==> src/rtl/cap_pkg.sv <==
package cap_pkg;
  localparam int NUM_OPS = 4;

  // Bit positions inside the strobe vector; the controller indexes by these.
  localparam int OP_ADDR = 0;
  localparam int OP_DATA = 1;
  localparam int OP_RD   = 2;
  localparam int OP_WR   = 3;

  typedef enum logic [1:0] {
    HS_IDLE  = 2'd0,
    HS_BUSY  = 2'd1,
    HS_ACK   = 2'd2,
    HS_DRAIN = 2'd3
  } hs_state_t;
endpackage

==> src/rtl/cap_hs_ctrl.sv <==
module cap_hs_ctrl
  import cap_pkg::*;
#(
  parameter int ACK_DLY = 2,
  localparam int CNT_W = $clog2(ACK_DLY + 1)
) (
  input  logic               clk,
  input  logic               rst,
  input  logic [NUM_OPS-1:0] strb,
  output logic               ack,
  output logic [NUM_OPS-1:0] fire,
  output logic               ld_rdata
);

  hs_state_t          state_q;
  logic [NUM_OPS-1:0] op_q;
  logic [CNT_W-1:0]   cnt_q;
  logic               single;
  logic               any_hi;
  logic               ack_set;

  assign any_hi   = |strb;
  assign single   = any_hi && ((strb & (strb - 1'b1)) == '0);
  assign fire     = (state_q == HS_IDLE && single) ? strb : '0;
  assign ack_set  = (state_q == HS_BUSY) && (cnt_q == CNT_W'(ACK_DLY)) && (strb == op_q);
  assign ld_rdata = ack_set && op_q[OP_RD];

  always_ff @(posedge clk) begin
    if (rst) begin
      state_q <= HS_IDLE;
      op_q    <= '0;
      cnt_q   <= '0;
      ack     <= 1'b0;
    end else begin
      case (state_q)
        HS_IDLE: begin
          if (single) begin
            state_q <= HS_BUSY;
            op_q    <= strb;
            cnt_q   <= CNT_W'(1);
          end else if (any_hi) begin
            state_q <= HS_DRAIN;
          end
        end
        HS_BUSY: begin
          if (strb != op_q) begin
            state_q <= HS_DRAIN;
          end else if (ack_set) begin
            state_q <= HS_ACK;
            ack     <= 1'b1;
          end else begin
            cnt_q <= cnt_q + 1'b1;
          end
        end
        HS_ACK: begin
          if ((strb & op_q) == '0) begin
            ack     <= 1'b0;
            state_q <= any_hi ? HS_DRAIN : HS_IDLE;
          end
        end
        default: begin
          if (!any_hi) state_q <= HS_IDLE;
        end
      endcase
    end
  end

endmodule

==> src/rtl/cap_regfile.sv <==
module cap_regfile #(
  parameter int          DATA_W   = 16,
  parameter int          ADDR_W   = 16,
  parameter int          NUM_REGS = 8,
  parameter logic [15:0] RST_BASE = 16'hA000,
  parameter logic [15:0] RST_STEP = 16'h0101,
  localparam int IDX_W = (NUM_REGS > 1) ? $clog2(NUM_REGS) : 1
) (
  input  logic              clk,
  input  logic              rst,
  input  logic [ADDR_W-1:0] addr,
  input  logic              we,
  input  logic [DATA_W-1:0] wdata,
  output logic [DATA_W-1:0] rdata
);

  logic [DATA_W-1:0] regs [NUM_REGS];
  logic              mapped;
  logic [IDX_W-1:0]  idx;

  assign mapped = (addr < ADDR_W'(NUM_REGS));
  assign idx    = addr[IDX_W-1:0];

  for (genvar g = 0; g < NUM_REGS; g++) begin : g_reg
    localparam logic [DATA_W-1:0] INIT = DATA_W'(RST_BASE + 16'(g) * RST_STEP);
    always_ff @(posedge clk) begin
      if (rst) regs[g] <= INIT;
      else if (we && mapped && idx == IDX_W'(g)) regs[g] <= wdata;
    end
  end

  always_ff @(posedge clk) begin
    if (rst)         rdata <= '0;
    else if (mapped) rdata <= regs[idx];
    else             rdata <= '0;
  end

endmodule

==> src/rtl/cfg_capture_port.sv <==
module cfg_capture_port
  import cap_pkg::*;
#(
  parameter int DATA_W   = 16,
  parameter int ADDR_W   = 16,
  parameter int NUM_REGS = 8,
  parameter int ACK_DLY  = 2
) (
  input  logic              clk,
  input  logic              rst,
  input  logic [DATA_W-1:0] data_in,
  input  logic              cap_addr,
  input  logic              cap_data,
  input  logic              rd,
  input  logic              wr,
  output logic              ack,
  output logic [DATA_W-1:0] data_out
);

  logic [NUM_OPS-1:0] strb;
  logic [NUM_OPS-1:0] fire;
  logic               ld_rdata;
  logic [ADDR_W-1:0]  addr_q;
  logic [DATA_W-1:0]  wdata_q;
  logic [DATA_W-1:0]  rdata;

  always_comb begin
    strb          = '0;
    strb[OP_ADDR] = cap_addr;
    strb[OP_DATA] = cap_data;
    strb[OP_RD]   = rd;
    strb[OP_WR]   = wr;
  end

  cap_hs_ctrl #(.ACK_DLY(ACK_DLY)) u_ctrl (
    .clk      (clk),
    .rst      (rst),
    .strb     (strb),
    .ack      (ack),
    .fire     (fire),
    .ld_rdata (ld_rdata)
  );

  always_ff @(posedge clk) begin
    if (rst) begin
      addr_q   <= '0;
      wdata_q  <= '0;
      data_out <= '0;
    end else begin
      if (fire[OP_ADDR]) addr_q  <= ADDR_W'(data_in);
      if (fire[OP_DATA]) wdata_q <= data_in;
      if (ld_rdata)      data_out <= rdata;
    end
  end

  cap_regfile #(
    .DATA_W   (DATA_W),
    .ADDR_W   (ADDR_W),
    .NUM_REGS (NUM_REGS)
  ) u_regs (
    .clk   (clk),
    .rst   (rst),
    .addr  (addr_q),
    .we    (fire[OP_WR]),
    .wdata (wdata_q),
    .rdata (rdata)
  );

endmodule

==> config.mk <==
export PLATFORM = sky130hd
export DESIGN_NAME = cfg_capture_port
export DESIGN_NICKNAME = d
export VERILOG_FILES = /design/src/rtl/cap_pkg.sv /design/src/rtl/cap_hs_ctrl.sv /design/src/rtl/cap_regfile.sv /design/src/rtl/cfg_capture_port.sv
export SDC_FILE = /design/constraint.sdc
export NUM_CORES = 1
export LEC_CHECK = 0
export BUFFER_PORTS_ARGS = -buffer_cell sky130_fd_sc_hd__buf_4
export CORE_ASPECT_RATIO = 0.6
export CORE_MARGIN = 10
export CORE_UTILIZATION = 45
export CTS_BUF_LIST = sky130_fd_sc_hd__clkbuf_16
export DETAILED_ROUTE_END_ITERATION = 16
export PLACE_DENSITY = 0.58
export SLEW_MARGIN = 0
export SYNTH_ARGS = -nofsm -noshare
export SYNTH_HDL_FRONTEND = slang
export SYNTH_SLANG_ARGS = --single-unit
export TNS_END_PERCENT = 10
==> constraint.sdc <==
create_clock -name clk -period 3.8 [get_ports clk]
set_input_delay 1.14 -clock clk [delete_from_list [all_inputs] [get_ports clk]]
set_output_delay 1.14 -clock clk [all_outputs]
set_load 0.01 [all_outputs]
==> results of run 1 <==
-- kinds of logic after synthesis --
family,Yosys count,share of synthesized area
multiplexers,49,0.104
buffers and inverters,65,0.0320
adder cells (fa/ha/maj),9,0.0132
AO/OA/AOI/OAI,107,0.0678
flip-flops,201,0.620
XOR/XNOR,1,0.00102
AND/OR/NAND/NOR,292,0.162
-- worst max-delay path by stage --
stage                                                  end  slack [ns]  cells past startpoint  startpoint
after detailed placement  u_regs.regs[1][11]$_SDFFCE_PN0P_        0.53                      6    cap_addr
after global routing       u_regs.regs[1][3]$_SDFFCE_PN0P_        0.79                      6    cap_addr
final                     u_regs.regs[1][15]$_SDFFCE_PN1P_         1.0                      6    cap_addr
after global placement     u_regs.regs[1][4]$_SDFFCE_PN0P_        0.55                      6    cap_addr
after floorplan            u_regs.regs[7][0]$_SDFFCE_PN1P_        0.79                      7    cap_data
after CTS                 u_regs.regs[1][13]$_SDFFCE_PN1P_         1.0                      6    cap_addr
-- cell usage after synthesis, types with 3 or more instances --
library cell / number / area share
nand4_1: 8 / 0.0058
edfxtp_1: 128 / 0.45
mux2i_1: 17 / 0.020
and3_1: 3 / 0.0022
buf_2: 9 / 0.0053
buf_1: 13 / 0.0057
nand3_1: 34 / 0.020
o21ai_0: 37 / 0.022
clkbuf_2: 3 / 0.0018
dfxtp_1: 73 / 0.17
nor2_1: 117 / 0.051
nor2b_1: 3 / 0.0022
nor4_2: 3 / 0.0044
o41ai_1: 3 / 0.0031
ha_1: 9 / 0.013
or3_1: 8 / 0.0058
inv_1: 7 / 0.0031
nor4_1: 6 / 0.0044
nand2b_1: 29 / 0.021
a21oi_1: 56 / 0.033
clkbuf_1: 30 / 0.013
nand2_1: 67 / 0.029
mux4_2: 32 / 0.084
-- metal layers --
| metal | global-route usage | part of all wire | vias to the layer above |
|---|---|---|---|
| li1 | - | - | 2677 |
| met2 | 0.250 | 0.43 | 160 |
| met4 | 0.0288 | 0.011 | 0 |
| met5 | 0 | 0 | - |
| met3 | 0.0491 | 0.077 | 20 |
| met1 | 0.244 | 0.48 | 2900 |
-- registers in the layout, indices dropped and copies added, names as in the netlist --
name,count
u_regs.regs,128
u_regs.rdata,16
addr_q,16
wdata_q,16
u_ctrl.cnt_q,2
data_out,16
u_ctrl.op_q,4
u_ctrl.state_q,2
u_ctrl.ack,1
-- final cells by class --
| type | count | area (um2) |
|---|---|---|
| Fill cell | 1578 | 8620 |
| Timing Repair Buffer | 68 | 523 |
| Clock inverter | 15 | 65.1 |
| Clock buffer | 21 | 526 |
| Inverter | 7 | 26.3 |
| Multi-Input combinational cell | 458 | 2980 |
| Sequential cell | 201 | 5310 |
| Tap cell | 240 | 300 |
-- stage by stage --
step / area [um2] / total power, W
detailed placement: 9140 / 0.00313
floorplan: 8560 / 0.00292
global route: 9730 / 0.00508
CTS: 9730 / 0.00493
finish: 9730 / 0.00490
global placement: 9140 / 0.00311
-- cell usage in the layout (no fill, tap or decap), types with 3 or more instances in the layout --
master     Yosys  routed
edfxtp_1     128     128
nor4_1         6       6
inv_1          7       7
clkbuf_16      0      21
buf_4          2      67
nand4_1        8       8
nor2b_1        3       3
o41ai_1        3       3
clkinv_1       0       4
and3_1         3       3
dfxtp_1       73      72
a21oi_1       56      56
nand3_1       34      34
clkinv_2       0       7
mux2i_1       17      17
o21ai_0       37      37
nand2_1       67      67
nand2b_1      29      29
mux4_2        32      32
inv_2          0       4
nor4_2         3       3
nor2_1       117     117
ha_1           9       9
or3_1          8       8
-- tightest hold or removal path, delay by kind of cell, from the launching register on --
family,cells,cell delay (ns)
DFF,1,0.30
AOI/OAI and AO/OA,1,0.05
and+or+nand+nor,1,0.05
-- power breakdown --
| group | switching, W | total, W | leakage [nW] | internal [W] |
|---|---|---|---|---|
| combinational | 0.000415 | 0.000618 | 1.02 | 0.000203 |
| clock | 0.000808 | 0.00181 | 0.309 | 0.00100 |
| sequential | 0.0000568 | 0.00247 | 1.77 | 0.00241 |
| total | 0.00128 | 0.00490 | 3.10 | 0.00362 |
==> results by group, run 1 <==
Worst setup path
  • CP startpoint kind: input port
  • Cell family with most CP delay: simple AND/OR/NAND/NOR gates
  • Critical path type: in2reg
  • CP max FO: 17
  • Worst r2r dst: u_regs.regs[1][15]$_SDFFCE_PN1P_
  • CP Buf/Inv Count: 2
  • FF-to-FF Start: u_ctrl.state_q[1]$_SDFFE_PP0P_
  • Largest stage delay, worst path: roughly 0.50 ns
  • WP data required: between 3 and 4 ns
  • Critical-path cell list: buf_4 -> nor4b_4 -> and4_1 -> nand4_2 -> nand2b_1 -> buf_4
  • Data arrival, critical path: between 2 and 3 ns
  • R2R Setup Slk: about 1.2 ns
  • Critical Path Sink Type: flip-flop
  • Slowest CP cell: and4_1
  • Most frequent CP cell: buf_4
  • Reg2Reg Depth: 6

Floorplanning
  • Die width: roughly 200 um
  • Area of the core: 18,400 um2
  • Starting Density: 0.466
  • Total I/O pin count: 39
  • Die Height: around 130 um
  • Site Rows: 38
  • Full die area: 25,100 um2

Global route
  • Vias in the first global route: around 5,700
  • Initial antenna violation count: 0
  • Overflow after GRT: 0
  • GRT Util Overall: 0.169
  • First-pass GRT wire length: approximately 33,000 um
  • Largest net degree at the start of global routing: between 60 and 70

Cells and area
  • Number of diodes: 0
  • Layout net count: between 700 and 800
  • P&R area growth vs syn: 13.7%
  • Layout cells sized above 1: 0.184
  • Utilization after layout: 0.530
  • Final std cells w/o fill: about 1,000

STA
  • Final setup viols: 0
  • RSZ-0062 raised after global routing: no
  • Final min period: 2.80 ns
  • Setup TNS Final: 0 ns
  • Max transition margin: 0.323
  • Slack of the critical path: approximately 1 ns
  • Fin. Hold Viols: 0
  • Final Max Slew Viols: 0
  • Least-Margin Pin Slew: around 1.0 ns
  • Tcrit/Tclk final: 0.737
  • FMAX: roughly 0.36 GHz
  • Worst Hold Slack: 0.435 ns
  • Setup Skew: between 0.01 and 0.015 ns

Place
  • DP Worst Slack: roughly 0.53 ns
  • Post-detail-place hpwl: around 15,000 um
  • Placed Cells incl. Taps: approximately 970
  • Port Buffer Count: 38
  • Routability cong.: around 0.82

Logic synthesis
  • Count of cell types in the netlist: 44
  • Avg Cell Area, Syn: between 10 and 15 um2
  • Fraction of registers with async set/reset: 0
  • Synth Flop Type: edfxtp_1
  • Yosys reg bits: 201
  • Yosys warns: 0
  • Sequential share of the synthesized area: 0.620
  • Synth Net Count: roughly 760
  • Synth Instances: approximately 720
  • Post-synth EDFFs: roughly 130
  • Post-synthesis cell area: 8560 um2

CTS
  • Clk root buf: clkbuf_16
  • Worst-Skew Late Latency: between 0.4 and 0.5 ns
  • Post-CTS Setup Bufs: 0
  • Max clock buf depth: 3
  • Clk sink count: roughly 200
  • # hold bufs at CTS: 0
  • CTS resizes: 0
  • # H-tree levels: 1
  • Cts bufs inserted: 20
  • CTS tree: built
  • Clk pin slew, worst setup/hold paths: ~0.060 ns

Detailed routing
  • Iter 0 DRT Violations: between 500 and 600
  • Antenna Nets Post-Route: 0
  • 1st-pass router iterations: 5
  • Drt total wl: 21,500 um
  • Wirelength per Cell: around 21 um
  • Remaining DRCs: 0
  • Vias per inst: approximately 5.7
  • Vias: around 5,800

Run status
  • Outcome: finished clean

Power and ir drop
  • Pwr/cell area: about 500 nW/um2
  • Static leakage: around 3.1 nW
  • Max IR drop VDD: 0.307 mV

Worst hold path
  • Hold crit path type: reg2reg
  • Hold Path Sink: data_out[1]$_SDFFE_PP0P_
  • Hold Path Stages: 2
  • Hold_sp: u_regs.rdata[1]$_SDFF_PP0_

Job
  • Max Cap Viol: 0
No activity file was read; power rests on OpenSTA's default activity.
==> run 2, diff against run 1 <==
ABC_AREA = 1   (was unset)
clock period = 2.8 ns   (was 3.8 ns; I/O delays follow)
==> run 2 against run 1 <==
- first-iteration DRC count up 15%
- clock-buffer cell count up 2
- synthesized area down 1.7%
- cell area up 0.57%
- register-to-register slack worse by 0.56 ns
- via count up 13%
- sequential power up 37%
- flip-flop and latch count unchanged
- clock power up 44%
- non-clock buffer count down 3
- critical endpoint is now u_regs.regs[4][4]$_SDFFCE_PN0P_
- largest power group unchanged
==> results by group, run 2 <==
Cells and area
  • Most common cell after layout, fill and taps aside: nor2_1
  • Layout cells sized above 1: 0.130
  • Layout net count: roughly 940
  • Final std cells w/o fill: around 1,200
  • Multi-input logic area: approximately 2800 um2
  • Max reg flops: about 130
  • Biggest register: u_regs.regs
  • Fillers: between 1,500 and 2,000
  • Number of diodes: 0
  • Commonest cells after routing, fill and taps aside: 216 x nor2_1, 156 x nand2_1, 128 x edfxtp_1
  • P&R area growth vs syn: 16.4%
  • Register Area: between 5000 and 6000 um2

Worst setup path
  • CP max FO: 48
  • CP startpoint kind: flip-flop
  • WP data required: 3.01 ns
  • R2R Setup Slk: 0.62 ns
  • Data arrival, critical path: roughly 2.4 ns
  • Critical Path Sink Type: flip-flop
  • Critical path type: reg2reg

Global route
  • GRT Util Overall: 0.183
  • Largest net degree at the start of global routing: 57
  • First-pass GRT wire length: between 30,000 and 40,000 um
  • Overflow after GRT: 0
  • Vias in the first global route: 6,077
  • Initial antenna violation count: 2

STA
  • Max transition margin: 0.421
  • RSZ-0062 raised after global routing: no
  • Final Max Slew Viols: 0
  • FMAX: ~0.46 GHz
  • Tcrit/Tclk final: 0.779
  • Final setup viols: 0
  • Setup Skew: roughly 0.011 ns
  • Least-Margin Pin Slew: roughly 0.87 ns
  • Final min period: ~2.2 ns
  • Fin. Hold Viols: 0
  • Setup TNS Final: 0 ns

Floorplanning
  • Site Rows: 38
  • Die width: ~200 um
  • Starting Density: 0.462
  • Die Height: 126 um
  • Area of the core: ~18,000 um2
  • Total I/O pin count: 39
  • Full die area: around 25,000 um2

Logic synthesis
  • Yosys warns: 0
  • Post-synth EDFFs: 128
  • Count of cell types in the netlist: 25
  • Yosys top cell by area: edfxtp_1
  • Yosys reg bits: between 200 and 250
  • Synth Flop Type: edfxtp_1
  • Synth Instances: around 870
  • Synth Net Count: around 900
  • Avg Cell Area, Syn: about 9.7 um2
  • Most common cell in the netlist: nor2_1
  • Leading post-synthesis cells by cell area: edfxtp_1 46%, dfxtp_1 17%, nor2_1 9.7%, nand2_1 7.0%, nand4_1 4.2%
  • Fraction of registers with async set/reset: 0
  • Top cell type's share of synthesized area: 0.457
  • Post-synthesis cell area: around 8400 um2
  • Sequential share of the synthesized area: 0.631
  • Top cells by count, synth: 218 x nor2_1, 156 x nand2_1, 128 x edfxtp_1, 73 x dfxtp_1, 57 x nand4_1

CTS
  • # H-tree levels: 1
  • # hold bufs at CTS: 0
  • CTS resizes: 0
  • Clk sink count: around 200
  • Cts bufs inserted: 20
  • CTS tree: built
  • Worst-Skew Late Latency: approximately 0.5 ns
  • Clk pin slew, worst setup/hold paths: around 0.070 ns
  • Max clock buf depth: 3
  • Clk root buf: clkbuf_16
  • Post-CTS Setup Bufs: 0

Place
  • Post-detail-place hpwl: between 15,000 and 20,000 um
  • Placed Cells incl. Taps: about 1,100
  • Routability cong.: around 1
  • Port Buffer Count: 38

Power and ir drop
  • Static leakage: 3.66 nW
  • Pwr/cell area: around 730 nW/um2
  • Max IR drop VDD: 0.415 mV

Run status
  • Outcome: finished clean

Detailed routing
  • Vias: about 6,500
  • Wirelength per Cell: 19.9 um
  • Antenna Nets Post-Route: 0
  • Vias per inst: approximately 5.6
  • Iter 0 DRT Violations: approximately 660
  • Drt total wl: between 20,000 and 25,000 um
  • 1st-pass router iterations: 5
  • Remaining DRCs: 0

Worst hold path
  • Hold crit path type: reg2reg

Job
  • Max Cap Viol: 0
-- run 2: changes by cell type after synthesis, sizes merged, moves of 10 or more --
cell,change
mux2i,-17
nand2,+91
a21oi,-38
nand2b,-29
o21ai,+19
inv,+36
buf,-10
a22oi,+12
mux4,-32
nand4,+56
nor2,+108
-- run 2: cells by family (layout without fill, tap and decap cells) --
| kind of cell | Yosys count | after routing | synth area share |
|---|---|---|---|
| AO/OA/AOI/OAI | 93 | 93 | 0.0610 |
| adder cells (fa/ha/maj) | 9 | 9 | 0.0134 |
| buffers and inverters | 86 | 144 | 0.0415 |
| flip-flops | 201 | 201 | 0.631 |
| AND/OR/NAND/NOR | 479 | 479 | 0.253 |
-- run 2: stage by stage --
step                      hold slack (ns)  setup WS (ns)  instance area, um2   util  total power, W
final                               0.456          0.619                9780  0.537         0.00711
after global routing                0.476          0.436                9780  0.537         0.00737
after CTS                           0.460          0.639                9780  0.537         0.00712
after detailed placement            0.442          0.143                9150  0.503         0.00454
after global placement              0.436          0.208                9150  0.503         0.00452
after floorplan                     0.431          0.330                8410      -         0.00409
-- run 2: layout make-up --
class | count | share of cell area
multi-input combinational | 581 | 0.282
inverter | 43 | 0.0165
tap | 240 | 0.0307
timing repair buffer | 65 | 0.0639
clock inverter | 13 | 0.00588
sequential | 201 | 0.542
clock buffer | 23 | 0.0588
-- run 2: power breakdown --
part / switching (W) / internal [W] / total (W) / leakage, nW
Clock: 0.00113 / 0.00147 / 0.00260 / 0.334
Sequential: 0.0000725 / 0.00331 / 0.00338 / 1.77
Combinational: 0.000805 / 0.000320 / 0.00113 / 1.55
-- run 2: worst paths after layout --
| kind | startpoint | endpoint | cells after the start |
|---|---|---|---|
| max | u_ctrl.state_q[1]$_SDFFE_PP0P_ | u_regs.regs[4][4]$_SDFFCE_PN0P_ | 10 |
| max reg2reg | u_ctrl.state_q[1]$_SDFFE_PP0P_ | u_regs.regs[4][4]$_SDFFCE_PN0P_ | 10 |
| min | u_regs.rdata[13]$_SDFF_PP0_ | data_out[13]$_SDFFE_PP0P_ | 2 |
| min reg2reg | u_regs.rdata[13]$_SDFF_PP0_ | data_out[13]$_SDFFE_PP0P_ | 2 |
-- run 2: metal layers --
layer / global-route usage / wire (um) / vias to the layer above
li1: - / - / 3048
met1: 0.279 / 11200 / 3153
met2: 0.249 / 9180 / 297
met3: 0.0506 / 2530 / 31
met4: 0.0371 / 378 / 0
met5: 0 / 0 / -
-- run 2: critical path: stages, from the launching register on --
cell and delay [ns]:
dfxtp_1 0.34, inv_1 0.08, ha_1 0.31, inv_1 0.14, nor2_1 0.13, nand2_1 0.09
nor2_2 0.13, buf_12 0.23, nand2_1 0.07, nand2_1 0.15, buf_12 0.17
==> run 3, diff against run 2 <==
ABC_AREA = 0   (was 1)
PLACE_DENSITY = 0.61   (was 0.58)
clock period = 1.9 ns   (was 2.8 ns; I/O delays follow)
==> run 3 against run 2 <==
- clock power grew 39%
- cell area up 5.4%
- largest cell class unchanged
- flip-flop and latch count is the same
- combinational power grew 39%
- via count shrank 8.5%
- power is 42% higher
- critical path depth is 3 lower
- critical endpoint is now u_ctrl.state_q[1]$_SDFFE_PP0P_
- core utilization rose by 2.5 points
- die area increased by 1.5%
==> results by group, run 3 (synthesis results as in run 1) <==
STA
  • Final min period: approximately 1.9 ns
  • Worst Hold Slack: between 0.3 and 0.4 ns
  • RSZ-0062 raised after global routing: yes
  • Least-Margin Pin Slew: roughly 0.64 ns
  • Setup Skew: 0.0134 ns
  • Fin. Hold Viols: 0
  • FMAX: between 0.5 and 0.6 GHz
  • Slack of the critical path: 0.0239 ns
  • Max transition margin: 0.574
  • Final Max Slew Viols: 0
  • Tcrit/Tclk final: 0.987
  • Final setup viols: 0

Worst hold path
  • Hold Path Stages: 3
  • Hold crit path type: in2reg

Worst setup path
  • WP data required: between 2 and 2.5 ns
  • CP startpoint kind: flip-flop
  • Reg2Reg Depth: 7
  • Critical Path Sink Type: flip-flop
  • Critical path type: reg2reg
  • Data arrival, critical path: between 2 and 2.5 ns
  • CP max FO: 10

Job
  • Max Cap Viol: 0

Place
  • Routability cong.: approximately 0.86
  • Port Buffer Count: 38
  • DP Worst Slack: -0.475 ns
  • Post-detail-place hpwl: 15,100 um
  • Placed Cells incl. Taps: 1,015

Power and ir drop
  • Pwr/cell area: 979 nW/um2
  • Static leakage: ~3.4 nW
  • Max IR drop VDD: just under 0.6 mV

CTS
  • CTS tree: built
  • Clk pin slew, worst setup/hold paths: about 0.060 ns
  • Cts bufs inserted: 19
  • # H-tree levels: 1
  • Clk sink count: 201
  • Worst-Skew Late Latency: about 0.5 ns
  • Max clock buf depth: 3
  • Clk root buf: clkbuf_16

Detailed routing
  • Wirelength per Cell: between 20 and 25 um
  • 1st-pass router iterations: 7
  • Drt total wl: roughly 21,000 um
  • Vias per inst: approximately 5.7
  • Iter 0 DRT Violations: roughly 580
  • Remaining DRCs: 0
  • Vias: ~6,000
  • Antenna Nets Post-Route: 0

Global route
  • Overflow after GRT: 0
  • First-pass GRT wire length: between 30,000 and 40,000 um
  • Initial antenna violation count: 0
  • GRT Util Overall: 0.168
  • Largest net degree at the start of global routing: 36
  • Vias in the first global route: ~5,600

Cells and area
  • Final std cells w/o fill: ~1,100
  • Commonest cells after routing, fill and taps aside: 128 x edfxtp_1, 117 x nor2_1, 94 x buf_4
  • Fillers: between 1,500 and 2,000
  • Max reg flops: between 100 and 150
  • Number of diodes: 0
  • P&R area growth vs syn: 20.5%
  • Most common cell after layout, fill and taps aside: edfxtp_1
  • Biggest register: u_regs.regs
  • Multi-input logic area: slightly above 3000 um2
  • Layout net count: approximately 830
  • Layout cells sized above 1: 0.236
  • Register Area: approximately 5300 um2

Floorplanning
  • Total I/O pin count: 39
  • Full die area: ~25,000 um2
  • Site Rows: 38
  • Die width: 198 um
  • Area of the core: about 18,000 um2
  • Die Height: 127 um
  • Starting Density: 0.466

Run status
  • Outcome: finished clean
[run 3: changes by cell type in the layout (fill, tap and decap cells not counted), sizes merged, moves of 29 or more]
| cell | delta |
|---|---|
| mux4 | +32 |
| inv | -36 |
| nor2 | -108 |
| nand2 | -91 |
| nand2b | +29 |
| nand4 | -56 |
| a21oi | +38 |
| buf | +45 |
[run 3: worst paths after layout]
kind | start | to | slack [ns]
worst max-delay path | u_ctrl.state_q[1]$_SDFFE_PP0P_ | u_ctrl.state_q[1]$_SDFFE_PP0P_ | 0.02
worst min-delay path | data_in[11] | wdata_q[11]$_SDFFE_PP0P_ | 0.35
worst max register to register | u_ctrl.state_q[1]$_SDFFE_PP0P_ | u_ctrl.state_q[1]$_SDFFE_PP0P_ | 0.02
worst min register to register | u_regs.rdata[2]$_SDFF_PP0_ | data_out[2]$_SDFFE_PP0P_ | 0.44
[run 3: where the power goes]
group / total, W / internal (W) / switching, W / leakage [nW]
Sequential: 0.00492 / 0.00483 / 0.0000905 / 1.77
Clock: 0.00362 / 0.00204 / 0.00158 / 0.310
Combinational: 0.00157 / 0.000633 / 0.000934 / 1.31
[run 3: per-stage QoR]
stage | cell area, um2 | util | TNS [ns] | power, W
after floorplan | 8600 | - | -48.65 | 0.00585
after global placement | 9630 | 0.525 | -82.60 | 0.00642
after detailed placement | 9630 | 0.525 | -94.44 | 0.00646
after CTS | 10200 | 0.557 | -0.00165 | 0.0101
after global routing | 10300 | 0.562 | -0.299 | 0.0105
final | 10300 | 0.562 | 0 | 0.0101
[run 3: what timing repair did]
action                     in CTS  in global routing
hold endpoints to repair        0                  0
hold buffers                    0                  0
buffers inserted                0                  1
gates cloned                    0                  1
gates resized for setup         4                 10
setup endpoints to repair     126                118
pin swaps                       2                  5
[run 3: metal layers]
| metal | global-route usage | wire length (um) | up-vias |
|---|---|---|---|
| met1 | 0.267 | 10300 | 2916 |
| met3 | 0.0444 | 2340 | 20 |
| li1 | - | - | 2761 |
| met2 | 0.222 | 8500 | 280 |
| met4 | 0.0266 | 256 | 0 |
| met5 | 0 | 0 | - |
[run 3: final cells by class]
class	count	area share
Sequential cell	201	0.514
Multi-Input combinational cell	458	0.296
Inverter	7	0.00255
Tap cell	240	0.0291
Timing Repair Buffer	111	0.100
Clock buffer	20	0.0485
Clock inverter	14	0.00873
[run 3: worst max-delay path: stages, from the launching register on]
cell and delay (ns):
dfxtp_1 0.33, inv_1 0.12, ha_4 0.19, buf_6 0.15, inv_1 0.06, a2111o_1 0.49
and3_1 0.22, o41ai_1 0.22
